===== config.mk =====
export PLATFORM = sky130hd
export DESIGN_NAME = bsh_signed_shifter
export DESIGN_NICKNAME = d
export VERILOG_FILES = /design/src/rtl/bsh_pkg.sv /design/src/rtl/bsh_count_dec.sv /design/src/rtl/bsh_reverse.sv /design/src/rtl/bsh_right_core.sv /design/src/rtl/bsh_signed_shifter.sv
export SDC_FILE = /design/constraint.sdc
export NUM_CORES = 1
export LEC_CHECK = 0
export BUFFER_PORTS_ARGS = -buffer_cell sky130_fd_sc_hd__clkbuf_2
export CAP_MARGIN = 20
export CORE_MARGIN = 2
export CORE_UTILIZATION = 55
export DETAILED_ROUTE_END_ITERATION = 10
export PLACE_DENSITY = 0.81
export SYNTH_ARGS = -nofsm -noshare
export SYNTH_HDL_FRONTEND = slang
export SYNTH_SLANG_ARGS = --single-unit

===== constraint.sdc =====
create_clock -name vclk -period 10.4
set_clock_uncertainty 0.2 [all_clocks]
set_input_delay 2.08 -clock vclk [all_inputs]
set_output_delay 2.08 -clock vclk [all_outputs]
set_load 0.02 [all_outputs]

===== src/rtl/bsh_pkg.sv =====
package bsh_pkg;

  localparam int DATA_W = 8;
  localparam int AMT_W  = $clog2(DATA_W);
  localparam int CNT_W  = AMT_W + 1;

  typedef enum logic [1:0] {
    OP_LOGIC = 2'b00,
    OP_ARITH = 2'b01,
    OP_ROT   = 2'b10,
    OP_RSVD  = 2'b11
  } op_e;

  typedef enum logic [1:0] {
    FILL_ZERO = 2'b00,
    FILL_SIGN = 2'b01,
    FILL_WRAP = 2'b10
  } fill_e;

  // Magnitude of a signed count, folded into AMT_W bits (so -8 folds to 0).
  function automatic logic [AMT_W-1:0] count_mag(input logic [CNT_W-1:0] c);
    logic [AMT_W-1:0] low;
    low = c[AMT_W-1:0];
    if (c[CNT_W-1]) count_mag = ~low + {{(AMT_W-1){1'b0}}, 1'b1};
    else            count_mag = low;
  endfunction

  // Mask of the top n bits of a data word.
  function automatic logic [DATA_W-1:0] high_mask(input logic [AMT_W-1:0] n);
    high_mask = ~({DATA_W{1'b1}} >> n);
  endfunction

  // Mask of the bottom n bits of a data word.
  function automatic logic [DATA_W-1:0] low_mask(input logic [AMT_W-1:0] n);
    low_mask = ~({DATA_W{1'b1}} << n);
  endfunction

endpackage


===== src/rtl/bsh_count_dec.sv =====
module bsh_count_dec
  import bsh_pkg::*;
#(
  parameter int CW = CNT_W,
  parameter int AW = AMT_W
) (
  input  logic [CW-1:0] cnt,
  output logic          go_left,
  output logic [AW-1:0] amt
);
  logic [AW-1:0] low;

  assign low     = cnt[AW-1:0];
  assign go_left = cnt[CW-1];
  assign amt     = go_left ? (~low + {{(AW-1){1'b0}}, 1'b1}) : low;
endmodule


===== src/rtl/bsh_reverse.sv =====
module bsh_reverse #(
  parameter int W = bsh_pkg::DATA_W
) (
  input  logic [W-1:0] a,
  output logic [W-1:0] y
);
  for (genvar i = 0; i < W; i++) begin : g_bit
    assign y[i] = a[W-1-i];
  end
endmodule


===== src/rtl/bsh_right_core.sv =====
module bsh_right_core
  import bsh_pkg::*;
#(
  parameter int W  = DATA_W,
  parameter int AW = AMT_W
) (
  input  logic [W-1:0]  a,
  input  logic [AW-1:0] amt,
  input  fill_e         fill,
  output logic [W-1:0]  y
);
  logic [W-1:0] st [0:AW];
  logic         wrap;
  logic         use_sign;

  assign wrap     = (fill == FILL_WRAP);
  assign use_sign = (fill == FILL_SIGN);
  assign st[0]    = a;

  for (genvar s = 0; s < AW; s++) begin : g_stage
    localparam int SH = 1 << s;
    logic [SH-1:0] fillv;
    assign fillv    = wrap ? st[s][SH-1:0] : {SH{use_sign & st[s][W-1]}};
    assign st[s+1]  = amt[s] ? {fillv, st[s][W-1:SH]} : st[s];
  end

  assign y = st[AW];
endmodule


===== src/rtl/bsh_signed_shifter.sv =====
module bsh_signed_shifter
  import bsh_pkg::*;
#(
  parameter int WIDTH = DATA_W,
  parameter int AW    = $clog2(WIDTH),
  parameter int CW    = AW + 1
) (
  input  logic [WIDTH-1:0] din,
  input  logic [1:0]       mode,
  input  logic [CW-1:0]    cnt,
  output logic [WIDTH-1:0] dout
);
  logic             go_left;
  logic [AW-1:0]    amt;
  logic             reserved;
  fill_e            fill;
  logic [WIDTH-1:0] rev_in;
  logic [WIDTH-1:0] core_in;
  logic [WIDTH-1:0] core_out;
  logic [WIDTH-1:0] rev_out;

  bsh_count_dec #(.CW(CW), .AW(AW)) u_dec (
    .cnt     (cnt),
    .go_left (go_left),
    .amt     (amt)
  );

  assign reserved = (mode == OP_RSVD);

  always_comb begin
    if (mode == OP_ROT)                    fill = FILL_WRAP;
    else if (mode == OP_ARITH && !go_left) fill = FILL_SIGN;
    else                                   fill = FILL_ZERO;
  end

  bsh_reverse #(.W(WIDTH)) u_rev_in  (.a(din),      .y(rev_in));
  assign core_in = go_left ? rev_in : din;

  bsh_right_core #(.W(WIDTH), .AW(AW)) u_core (
    .a    (core_in),
    .amt  (amt),
    .fill (fill),
    .y    (core_out)
  );

  bsh_reverse #(.W(WIDTH)) u_rev_out (.a(core_out), .y(rev_out));

  assign dout = reserved ? din : (go_left ? rev_out : core_out);
endmodule


==> impl_metrics.ini <==
[status]
status = finished, final reports clean

[sta]
timing.setup.tns_ps = 0
min_period_ps = 6630
fin_crit_sh_pct = 63.8
slew_headroom_pct = 58.6
fmax_ghz = 0.151
setup_viol = 0
grt_setup_unrepaired = no
worst_pin_slew_ps = 621
finalHoldViolCount = 0
drv_slew = 0

[routing]
wl_per_cell_um = 16.3
route.detailed.drc = 0
dr.pass1.iters = 5
vias_per_cell = 6.83
drt_iter0_markers = 83
ant_nets = 0
wirelength_um = 2770
vias = 1161

[place]
place.port_buffers = 22
postPlaceCellArea_mm2 = 0.00102
dp_hpwl_um = 2090
gp_congestion = 0.961
place_inst = 170

[layout]
seq_cells = 0
area_delta_synth_final_pct = 2.51
final_area_mm2 = 0.00102
fillCellCount = 164
layout-drive-gt1-share_pct = 25.5
diodes = 0
instances_no_fill = 170
final_nets = 162
clkbuf_count = 0
seqCellArea_um2 = 0

[yosys]
yosys.area.top_type = mux2i_1
seq_area_frac_synth_pct = 0
synth.distinct_cells = 47
synth_fp_nets = 148
netlist_top_cells_area = mux2i_1 (13%), a21oi_1 (7.0%), o21ai_0 (7.0%)
synth.cell_area_um2 = 997
syn-instance-count = 133
postSynthAreaPerCell_um2 = 7.50
synth_warnings = 0
synth_top_area_share_pct = 13.0
synth_common_cells = a21oi_1 (14), o21ai_0 (14), mux2i_1 (13), nor2_1 (13), nand2_1 (11)

[worst_setup_path]
required_ps = 8120
critPathArrivalTime_ps = 4350
critPathCaptureType = primary output
crit_path_start_kind = primary input
setup.worst_path.end = dout[4]
crit_start = cnt[0]
crit_type = in2out
crit_fanout = 20

[job]
cap_violations = 0

[die]
dieArea_mm2 = 0.00217
initial_utilization_pct = 58.4
die_w_um = 46.6
ios = 22
rows = 15
die_height_um = 46.6
core_area_mm2 = 0.00171

[worst_hold_path]
hp-class = in2out
min-delay-start = din[1]

[grt]
grt_pass1_vias = 957
grt_overflow = 0
grt_pass1_wl_um = 4380
antenna_found_initial = 0
track_usage_pct = 27.0
grt_max_degree = 30

[clock_tree]
ctsResizeCount = 0
ctsHoldBuffers = 0
cts_setup_buffers = 0

[pwr]
leakagePower_nw = 0.433
ir_drop_uv = 35.2
power.density_mw_per_mm2 = 65.2
==> where the power goes <==
part	total [mW]	internal [mW]	switching (mW)
sequential	0	0	0
clock	0	0	0
combinational	0.0666	0.0254	0.0413
total	0.0666	0.0254	0.0413
==> worst max-delay path, cell delays in order <==
cell and delay [ps]:
clkbuf_2 430, inv_1 100, ha_1 430, and2_2 270
a21oi_1 120, nand2_1 70, o22ai_1 310, and3_1 210
o32a_1 160, clkbuf_2 160
==> metrics by stage <==
stage	total power, mW	util [%]	setup slack [ps]	hold WS, ps
2_1_floorplan	0.0509	-	3940	4140
3_3_place_gp	0.0638	59.9	3860	4390
3_5_place_dp	0.0650	59.9	3810	4400
4_1_cts	0.0653	59.9	3800	4400
5_1_grt	0.0719	59.9	3640	4420
6_report	0.0666	59.9	3770	4400
==> worst min-delay path by stage <==
stage / end / slack [ps] / depth (start not counted)
6_report: dout[1] / 4400 / 4
5_1_grt: dout[1] / 4420 / 4
4_1_cts: dout[1] / 4400 / 4
3_5_place_dp: dout[1] / 4400 / 4
3_3_place_gp: dout[1] / 4390 / 4
2_1_floorplan: dout[6] / 4140 / 2
==> kinds of logic after synthesis <==
family                   count (synthesis)  share of synthesized area [%]
XOR/XNOR                                 3                           4.14
adder cells (fa/ha/maj)                  1                           1.25
buffers and inverters                   12                           12.4
AO/OA/AOI/OAI                           54                           36.4
AND/OR/NAND/NOR                         44                           23.0
multiplexers                            19                           22.8
==> placed cells by master (no fill, tap or decap), types with 3 or more instances in the layout <==
cell type and instances:
clkbuf_2 22, o21ai_0 14, nand2_1 11, nand2b_1 5
nor2_1 13, nand3_1 3, a31oi_1 3, mux2i_1 13
o22ai_1 4, a21oi_1 14, mux2_2 4
==> layer usage <==
| metal | vias up | share of wire [%] | GRT usage, % | routed length, um |
|---|---|---|---|---|
| met5 | - | 0 | 0 | 0 |
| met2 | 87 | 47 | 41.9 | 1310 |
| met4 | 0 | 3.1 | 10.3 | 86 |
| li1 | 538 | - | - | - |
| met1 | 524 | 41 | 37.8 | 1130 |
| met3 | 12 | 8.8 | 3.14 | 244 |
==> cell type report <==
| type | count | area (um2) | share of cell area (%) |
|---|---|---|---|
| well taps | 25 | 31.3 | 3.06 |
| multi-input cells | 121 | 873 | 85.4 |
| repair buffers | 22 | 110 | 10.8 |
| inverters | 2 | 7.51 | 0.734 |
Note: power is estimated with default switching activity, not from simulation.
